## src/rtl/intc_pkg.sv

```systemverilog
package intc_pkg;
  typedef struct packed {
    logic clrEvents;
    logic loadMask;
  } intcStrb_t;
endpackage

```

## src/rtl/intc_src_cell.sv

```systemverilog
module intc_src_cell #(
  parameter int SYNC_STAGES = 2,
  parameter bit RISE_ONLY   = 1'b0
) (
  input  logic clk,
  input  logic rst_n,
  input  logic rawIn,
  output logic liveLvl,
  output logic edgeHit
);
  logic [SYNC_STAGES-1:0] syncPipe;
  logic prevLvl;

  always_ff @(posedge clk or negedge rst_n) begin
    if (!rst_n) begin
      syncPipe <= '0;
      prevLvl  <= 1'b0;
    end else begin
      syncPipe <= {syncPipe[SYNC_STAGES-2:0], rawIn};
      prevLvl  <= syncPipe[SYNC_STAGES-1];
    end
  end

  assign liveLvl = syncPipe[SYNC_STAGES-1];

  generate
    if (RISE_ONLY) begin : g_rise
      assign edgeHit = liveLvl & ~prevLvl;
    end else begin : g_both
      assign edgeHit = liveLvl ^ prevLvl;
    end
  endgenerate
endmodule

```

## src/rtl/intc_datapath.sv

```systemverilog
module intc_datapath
  import intc_pkg::*;
#(
  parameter int NUM_SRC = 3,
  parameter int SYNC_STAGES = 2,
  parameter logic [NUM_SRC-1:0] RISE_ONLY_MASK = '0,
  localparam int REG_W = 2*NUM_SRC + 1
) (
  input  logic               clk,
  input  logic               rst_n,
  input  intcStrb_t          strb,
  input  logic [NUM_SRC-1:0] statusIn,
  input  logic [NUM_SRC-1:0] statusEn,
  input  logic [REG_W-1:0]   maskData,
  output logic [REG_W-1:0]   regValue,
  output logic [REG_W-1:0]   maskQ,
  output logic               irqAct
);
  localparam int LIVE_LSB = 1;
  localparam int EV_LSB   = 1 + NUM_SRC;

  logic [NUM_SRC-1:0] liveVec;
  logic [NUM_SRC-1:0] edgeVec;
  logic [NUM_SRC-1:0] evBits;
  logic               porEv;

  generate
    for (genvar s = 0; s < NUM_SRC; s++) begin : g_src
      intc_src_cell #(
        .SYNC_STAGES(SYNC_STAGES),
        .RISE_ONLY  (RISE_ONLY_MASK[s])
      ) u_cell (
        .clk    (clk),
        .rst_n  (rst_n),
        .rawIn  (statusIn[s]),
        .liveLvl(liveVec[s]),
        .edgeHit(edgeVec[s])
      );
    end
  endgenerate

  // Event capture: a new edge has priority over a read-clear.
  always_ff @(posedge clk or negedge rst_n) begin
    if (!rst_n) begin
      porEv  <= 1'b1;
      evBits <= '0;
    end else begin
      if (strb.clrEvents) porEv <= 1'b0;
      evBits <= (strb.clrEvents ? '0 : evBits) | edgeVec;
    end
  end

  always_ff @(posedge clk or negedge rst_n) begin
    if (!rst_n) begin
      maskQ <= REG_W'(1);
    end else if (strb.loadMask) begin
      maskQ <= maskData;
    end
  end

  assign regValue = {evBits, liveVec, porEv};

  always_comb begin
    irqAct = porEv & maskQ[0];
    for (int s = 0; s < NUM_SRC; s++) begin
      if (statusEn[s]) irqAct = irqAct | (liveVec[s] & maskQ[LIVE_LSB+s]);
      else             irqAct = irqAct | (evBits[s]  & maskQ[EV_LSB+s]);
    end
  end
endmodule

```

## src/rtl/intc_ctrl.sv

```systemverilog
module intc_ctrl
  import intc_pkg::*;
(
  input  logic      clk,
  input  logic      rst_n,
  input  logic      rdClr,
  input  logic      maskWr,
  input  logic      irqAct,
  input  logic      openDrain,
  output intcStrb_t strb,
  output logic      irqOut,
  output logic      irqOe
);
  logic pinAct;

  always_comb begin
    strb.clrEvents = rdClr;
    strb.loadMask  = maskWr;
  end

  always_ff @(posedge clk or negedge rst_n) begin
    if (!rst_n) pinAct <= 1'b1;
    else        pinAct <= irqAct;
  end

  assign irqOut = openDrain ? 1'b0 : ~pinAct;
  assign irqOe  = openDrain ? pinAct : 1'b1;
endmodule

```

## src/rtl/irq_status_ctrl.sv

```systemverilog
module irq_status_ctrl
  import intc_pkg::*;
#(
  parameter int NUM_SRC = 3,
  parameter int SYNC_STAGES = 2,
  parameter logic [NUM_SRC-1:0] RISE_ONLY_MASK = 3'b010,
  localparam int REG_W = 2*NUM_SRC + 1
) (
  input  logic               clk,
  input  logic               rst_n,
  input  logic [NUM_SRC-1:0] statusIn,
  input  logic [NUM_SRC-1:0] statusEn,
  input  logic               maskWr,
  input  logic [REG_W-1:0]   maskData,
  input  logic               rdClr,
  input  logic               openDrain,
  output logic [REG_W-1:0]   regValue,
  output logic               irqOut,
  output logic               irqOe
);
  intcStrb_t          strb;
  logic [REG_W-1:0]   maskQ;
  logic               irqAct;

  intc_ctrl u_ctrl (
    .clk      (clk),
    .rst_n    (rst_n),
    .rdClr    (rdClr),
    .maskWr   (maskWr),
    .irqAct   (irqAct),
    .openDrain(openDrain),
    .strb     (strb),
    .irqOut   (irqOut),
    .irqOe    (irqOe)
  );

  intc_datapath #(
    .NUM_SRC       (NUM_SRC),
    .SYNC_STAGES   (SYNC_STAGES),
    .RISE_ONLY_MASK(RISE_ONLY_MASK)
  ) u_dp (
    .clk     (clk),
    .rst_n   (rst_n),
    .strb    (strb),
    .statusIn(statusIn),
    .statusEn(statusEn),
    .maskData(maskData),
    .regValue(regValue),
    .maskQ   (maskQ),
    .irqAct  (irqAct)
  );
endmodule

```

## config.mk

```make
export PLATFORM = sky130hd
export DESIGN_NAME = irq_status_ctrl
export DESIGN_NICKNAME = d
export VERILOG_FILES = /design/src/rtl/intc_pkg.sv /design/src/rtl/intc_src_cell.sv /design/src/rtl/intc_datapath.sv /design/src/rtl/intc_ctrl.sv /design/src/rtl/irq_status_ctrl.sv
export SDC_FILE = /design/constraint.sdc
export NUM_CORES = 1
export LEC_CHECK = 0
export BUFFER_PORTS_ARGS = -buffer_cell sky130_fd_sc_hd__buf_2
export CAP_MARGIN = 5
export CORE_AREA = 8 8 49 51
export DETAILED_ROUTE_END_ITERATION = 16
export DIE_AREA = 0 0 57 59
export PLACE_DENSITY = 0.72
export SLEW_MARGIN = 10
export SYNTH_ARGS = -nofsm -noshare
export SYNTH_HDL_FRONTEND = slang
export SYNTH_SLANG_ARGS = --single-unit
```

## constraint.sdc

```tcl
create_clock -name clk -period 1.85 [get_ports clk]
set_input_delay 0.0925 -clock clk [delete_from_list [all_inputs] [get_ports clk]]
set_output_delay 0.0925 -clock clk [all_outputs]
set_load 0.01 [all_outputs]
```

Word level (Yosys, flattened, before mapping) --
Cells that the tools add are included.
Cells by class: multiplexer cells 6, bitwise logic cells 19
Operators by type and width (count):
- AND 1 bit | 8
- OR 1 bit | 6
- 2-to-1 mux 1 bit | 5
- 2-to-1 mux 3 bit | 1
- OR 3 bit | 1
- NOT 1 bit | 2
- bitwise XOR 1 bit | 2
Word-level totals: logic and storage cells 35, register bits after elaboration 21, output and inout bits 9

Longest topological paths before layout --
Gate-level depths: netlist (run 1).
depth after elaboration 7, depth in mapped cells 3, mapped depth without buffers 3

Modules after synthesis --
Synthesis (run 1) repeated with hierarchy kept, for this count alone.
Unflattened totals: cell total of the unflattened synthesis 52, area total of the unflattened synthesis 767.0 um^2
By module, submodules not included:
- intc_datapath | cells an instance 35, instances 1, area each 459.2 um^2
- intc_src_cell (u_dp.g_src[0].u_cell ...) | cells an instance 4, instances 2, area each 83.8 um^2
- intc_src_cell (u_dp.g_src[1].u_cell) | cells an instance 4, instances 1, area each 88.8 um^2
- intc_ctrl | cells an instance 5, instances 1, area each 51.3 um^2

Worst setup path before layout (run 1) --
Ideal clock, no wire load.
path kind flip-flop to flip-flop, start point reg u_dp.evBits[1], end point reg u_ctrl.pinAct, required time 1.764 ns, setup slack 0.875 ns, library setup time 0.086 ns, arrival 0.890 ns, stages on the path, launching flop included 4, cells stage by stage dfrtp_1 -> nand2_1 -> o21ai_1 -> a2111o_1
Between the ends: word-level cells in the longest chain between the ends 5
RTL lines:
- from (decl) | line intc_datapath.sv:24 | logic [NUM_SRC-1:0] evBits;
- from (signal assigned) | line intc_datapath.sv:49 | evBits <= (strb.clrEvents ? '0 : evBits) | edgeVec;
- AND 1 bit * | line intc_datapath.sv:67 | else irqAct = irqAct | (evBits[s] & maskQ[EV_LSB+s]);
- OR 1 bit * | line intc_datapath.sv:67
- 2-to-1 mux 1 bit * | line intc_datapath.sv:66 | if (statusEn[s]) irqAct = irqAct | (liveVec[s] & maskQ[LIVE_LSB+s]);
- OR 1 bit (on tied branches) | line intc_datapath.sv:67, intc_datapath.sv:66
- 2-to-1 mux 1 bit * | line intc_datapath.sv:66
- net irqAct | line irq_status_ctrl.sv:23 | logic irqAct;
- to (signal assigned) | line intc_ctrl.sv:23 | else pinAct <= irqAct;
- to (decl) | line intc_ctrl.sv:14 | logic pinAct;
The timed path passes the listed nets; every way through them passes the cells marked *. A chain may end at the register's enable or synchronous reset.

Worst setup path after layout (run 1) --
start point reg u_ctrl.pinAct, end point out irqOe
Between the ends: word-level cells in the longest chain between the ends 1
RTL lines:
- 2-to-1 mux 1 bit | line intc_ctrl.sv:27 | assign irqOe = openDrain ? pinAct : 1'b1;
- to (decl) | line irq_status_ctrl.sv:19 | output logic irqOe
No other way between the ends.

==> results.cfg, run 1 <==
[route]
drcViolationCount = 0
first_pass_iters = 2
route.vias.total = 494
ant_nets = 0
post_drt_wl_per_cell_um = 13.83
routed_wl_um = 1424
drt_first_iter_violations = 2
via_per_inst = 4.796

[placement]
dp.cells = 93
dp_slack_ns = 0.8553
placement.io_buffers = 26
finalWeightedCongestion = 0.6896

[clock_network]
clockBufferDepth = 2
clk_pin_slew_ns = 0.11
cts_made_buffers = 3
root_buffer = clkbuf_4
postCtsResizedCells = 0
insertion_delay_ns = 0.30
cts_tree = yes
h-tree-depth = 1
clock_sinks = 21

[timing]
rsz0062_at_grt = no
finalCritPeriodShare = 0.6213
maxSlewViolCount = 0
setup_viol = 0
finalCriticalPeriod_ns = 1.149
skew_ns = 0.003162
tightest_slew_ns = 0.4336
slew_headroom = 0.7109
finalHoldViolations = 0
fmax_mhz = 870.0
setup_tns_ns = 0
fin_ws_ns = 0.7006

[final_layout]
area_growth_pct = 26.47
antennaDiodeCount = 0
nFillCells = 143
final_nets = 105
drive_gt1_frac = 0.4651
finalNonFillerCells = 103

[logic_synthesis]
yosysUniqueCellTypes = 17
syn_avg_cell_area_um2 = 13.92
syn-num-nets = 73
synth_cells = 55
ys_ff_latch = 21
ys_seq_area_frac = 0.6912
synthesis.area_um2 = 765.7
yosys_warnings = 0

[outcome]
run_status = finished, final reports clean

[global_route]
grt_usage = 0.09277
grt-ovfl-total = 0
grt_pass1_vias = 576
grt_pass1_wl_um = 2421
grt_max_degree = 22
grt_antenna_before_repair = 0

[setup_path]
arrival_ns = 1.06
critPathKind = reg2out
slowest_stage = dfstp_2
rr_worst_depth = 3
r2r_end = u_ctrl.pinAct
endpoint_kind = primary output
critPathMaxFanout = 2
r2r_start = u_dp.g_src[1].u_cell.syncPipe[1]
ff2ff_setup_slack_ns = 0.85
crit_required_ns = 1.76
critPathMaxStageDelay_ns = 0.55
start_kind = flop
crit_chain = nand2b_1 > buf_2

[die]
num_rows = 15
coreArea_um2 = 1652
die_area_um2 = 3363
start_util = 0.4636
die_w_um = 57
pin_count = 27
die-height_um = 59

[power]
cellLeakagePower_uw = 0.0004696
peakVddDrop_v = 0.0004442
powerDensity_nw_per_um2 = 866.2

[min_path]
hold_end = u_dp.maskQ[5]
hold_depth = 2
hp-class = in2reg
min_from = maskData[5]

[job]
maxCapViolations = 0
## cells in the mapped netlist
library cell  number  share of area
mux2_2             7           0.10
nand2_1            3          0.015
a2111o_1           1          0.015
nor2b_1            1         0.0082
xnor2_1            2          0.023
nand3_2            1          0.013
nor2_1             1         0.0049
dfstp_2            3           0.10
dfrtp_1           18           0.59
o22ai_1            1         0.0082
inv_1              4          0.020
buf_4              4          0.039
o21ai_0            4          0.026
nand2b_1           1         0.0082
nand3_1            2          0.013
buf_2              1         0.0065
o21ai_1            1         0.0065
## logic make-up after synthesis
family | Yosys count | share of synthesized area
AOI/OAI and AO/OA | 7 | 0.05555
DFF | 21 | 0.6912
xor gates and xnor gates | 2 | 0.02288
and+or+nand+nor | 9 | 0.06210
muxes | 7 | 0.1029
buffers and inverters | 9 | 0.06535
## flip-flops by register name, summed over array words and instances, names as in the netlist
signal,flops
u_dp.porEv,1
u_dp.maskQ,7
u_dp.g_src.u_cell.syncPipe,6
u_dp.g_src.u_cell.prevLvl,3
u_dp.evBits,3
u_ctrl.pinAct,1
## area by class of cell
class	instances	area, um2	area share
Clock buffer	4	26.28	0.02713
Inverter	4	15.01	0.01550
Multi-Input combinational cell	25	186.4	0.1925
Sequential cell	21	529.3	0.5465
Tap cell	17	21.27	0.02196
Timing Repair Buffer	32	190.2	0.1964
## routing by layer
layer  track usage  share of wire
met3       0.04506          0.075
met4       0.06040          0.014
met2        0.1581           0.54
met1       0.08634           0.37
met5             0              0
## stage by stage
step | cell area [um2] | total power [uW] | utilization | hold slack (ns)
2_1_floorplan | 765.7 | 578.0 | - | -0.2031
3_3_place_gp | 882.1 | 624.4 | 0.5341 | 0.06451
3_5_place_dp | 882.1 | 628.8 | 0.5341 | 0.06126
4_1_cts | 958.4 | 854.8 | 0.5803 | 0.006098
5_1_grt | 968.4 | 887.5 | 0.5864 | 0.005577
6_report | 968.4 | 838.9 | 0.5864 | 0.01822
## layout by cell type (no fill, tap or decap), drive strengths merged
cell type | netlist | routed
nand3 | 3 | 3
nand2 | 3 | 3
dfrtp | 18 | 18
clkbuf | 0 | 4
mux2 | 7 | 7
dfstp | 3 | 3
o21ai | 5 | 5
nor2b | 1 | 1
inv | 4 | 4
o22ai | 1 | 1
buf | 5 | 26
nor2 | 1 | 1
dlygate4sd3 | 0 | 6
xnor2 | 2 | 2
a2111o | 1 | 1
nand2b | 1 | 1
## how the worst max path moves through the flow
stage                                      from  slack, ns  cells past startpoint             to
5_1_grt                           u_ctrl.pinAct       0.64                      2          irqOe
4_1_cts                           u_ctrl.pinAct       0.68                      2          irqOe
3_3_place_gp   u_dp.g_src[1].u_cell.syncPipe[1]       0.88                      3  u_ctrl.pinAct
6_report                          u_ctrl.pinAct       0.70                      2          irqOe
2_1_floorplan                    u_dp.evBits[1]       0.87                      3  u_ctrl.pinAct
3_5_place_dp   u_dp.g_src[2].u_cell.syncPipe[1]       0.86                      3  u_ctrl.pinAct
## worst max-delay path: cells and delay by family, from the launching register on
| kind | cells | cell delay (ns) |
|---|---|---|
| simple gates | 1 | 0.09 |
| buf+inv | 1 | 0.12 |
| flops | 1 | 0.55 |
## what timing repair did
action / CTS / global route
hold endpoints to repair: 22 / 1
setup buffers: 0 / 0
hold buffers: 5 / 1
## report_power, final
| part | total (uW) | switching, uW | leakage (uW) | internal (uW) |
|---|---|---|---|---|
| clock | 213 | 129 | 0.0000150 | 84.0 |
| sequential | 521 | 21.6 | 0.000240 | 499 |
| combinational | 105 | 46.3 | 0.000215 | 58.6 |
| total | 839 | 197 | 0.000470 | 642 |
Power figures use the tool's default switching activity.
==> inputs of run 2 (changes only) <==
Settings changed: CORE_AREA 8 8 49 51 to 8 8 50 52, DIE_AREA 0 0 57 59 to 0 0 58 60, PLACE_DENSITY 0.72 to 0.69.
Clock period 1.85 ns to 1.2 ns, I/O delays scaled along.
==> results.cfg, run 2 (synthesis gave the netlist of run 1 again) <==
[setup_path]
r2r_start = u_dp.g_src[2].u_cell.syncPipe[1]
ff2ff_setup_slack_ns = 0.20
arrival_ns = 1.06
endpoint_kind = primary output
startpoint = u_ctrl.pinAct
critPathKind = reg2out
start_kind = flop
critPathMaxFanout = 2
crit_required_ns = 1.14

[job]
maxCapViolations = 0

[final_layout]
antennaDiodeCount = 0
area_growth_pct = 34.64
layout_common_cells = buf_2, dfrtp_1, dlygate4sd3_1
design_area_um2 = 1031
reg.largest.list = u_dp.maskQ: 7 flops, u_dp.g_src.u_cell.syncPipe: 6 flops
largest_reg_flops = 7
final_common_cell = buf_2
max_flop_register = u_dp.maskQ
finalNonFillerCells = 110
drive_gt1_frac = 0.4457
final_nets = 111

[power]
intPower_uw = 997.1
cellLeakagePower_uw = 0.0004974
pwr-share-seq = 0.610
p_sw_frac = 0.2410
p_total_uw = 1314
combPwrFrac = 0.135
p_clk_frac = 0.255
powerDensity_nw_per_um2 = 1274
peakVddDrop_v = 0.0006753
p_switching_uw = 316.6

[die]
die_area_um2 = 3480
pin_count = 27
start_util = 0.4250
die-height_um = 60
num_rows = 16
coreArea_um2 = 1802
die_w_um = 58

[clock_network]
cts_tree = yes
root_buffer = clkbuf_4
clock_sinks = 21
postCtsResizedCells = 0
clk_pin_slew_ns = 0.12
hold_buffers = 12
clockBufferDepth = 2
insertion_delay_ns = 0.31
h-tree-depth = 1
post_cts_buffers = 0
cts_made_buffers = 3

[timing]
tightest_slew_ns = 0.4387
finalHoldViolations = 0
setup_tns_ns = 0
maxSlewViolCount = 0
finalCritPeriodShare = 0.9319
holdWs_ns = 0.1061
fmax_mhz = 894.3
rsz0062_at_grt = no
slew_headroom = 0.7075
finalCriticalPeriod_ns = 1.118
setup_viol = 0
skew_ns = 0.006763

[placement]
dp_hpwl_um = 1082
placed_area_um2 = 883.3
placement.io_buffers = 26
dp.cells = 94
finalWeightedCongestion = 0.7293

[route]
ant_nets = 0
via_per_inst = 4.718
routed_wl_um = 1458
route.vias.total = 519
drcViolationCount = 0
post_drt_wl_per_cell_um = 13.25
first_pass_iters = 3
drt_first_iter_violations = 6

[outcome]
run_status = finished, final reports clean

[global_route]
grt_usage = 0.08845
grt_antenna_before_repair = 0
grt_max_degree = 22
grt-ovfl-total = 0
grt_pass1_vias = 539
grt_pass1_wl_um = 2270

[min_path]
hp-class = in2reg
min_from = statusEn[2]
==> run 2: cell types whose count changed in the layout (fill, tap and decap cells not counted), sizes merged <==
cell	previous run	this run
clkbuf	4	3
dlygate4sd3	6	12
clkinv	0	1
==> run 2: power groups by stage <==
stage	clock network [uW]	logic (uW)	registers, uW
2_1_floorplan	0	77.6	813
3_3_place_gp	0	148	814
3_5_place_dp	0	152	816
4_1_cts	352	182	803
5_1_grt	376	194	808
6_report	335	177	802
==> run 2: path summary, 6_finish.rpt <==
kind	end	depth (start not counted)
setup / recovery	irqOe	2
hold / removal	u_ctrl.pinAct	4
setup reg to reg	u_ctrl.pinAct	3
hold reg to reg	u_dp.g_src[1].u_cell.syncPipe[1]	0
max in group asynchronous	u_dp.maskQ[0]	2
min in group asynchronous	u_dp.g_src[0].u_cell.syncPipe[1]	2
==> run 2: layer usage <==
| layer | vias up | share of wire | GRT usage |
|---|---|---|---|
| li1 | 250 | - | - |
| met1 | 249 | 0.42 | 0.09103 |
| met2 | 16 | 0.49 | 0.1417 |
| met3 | 4 | 0.069 | 0.03871 |
| met4 | 0 | 0.021 | 0.06294 |
| met5 | - | 0 | 0 |
==> run 2: per-stage QoR <==
step           utilization  setup slack (ns)
2_1_floorplan            -            0.2246
3_3_place_gp        0.4903            0.2273
3_5_place_dp        0.4903            0.2086
4_1_cts             0.5722           0.06371
5_1_grt             0.5722           0.02601
6_report            0.5722           0.08175
==> run 2: worst max-delay path: stages, from the launching register on <==
cell      delay [ns]
dfstp_2         0.54
nand2b_1        0.09
buf_2           0.12
==> run 2: cell type report <==
type / count / area [um2]
Fill cell: 158 / 770.7
Clock buffer: 3 / 22.52
Tap cell: 18 / 22.52
Sequential cell: 21 / 529.3
Multi-Input combinational cell: 25 / 186.4
Clock inverter: 1 / 5.005
Inverter: 4 / 15.01
Timing Repair Buffer: 38 / 250.2
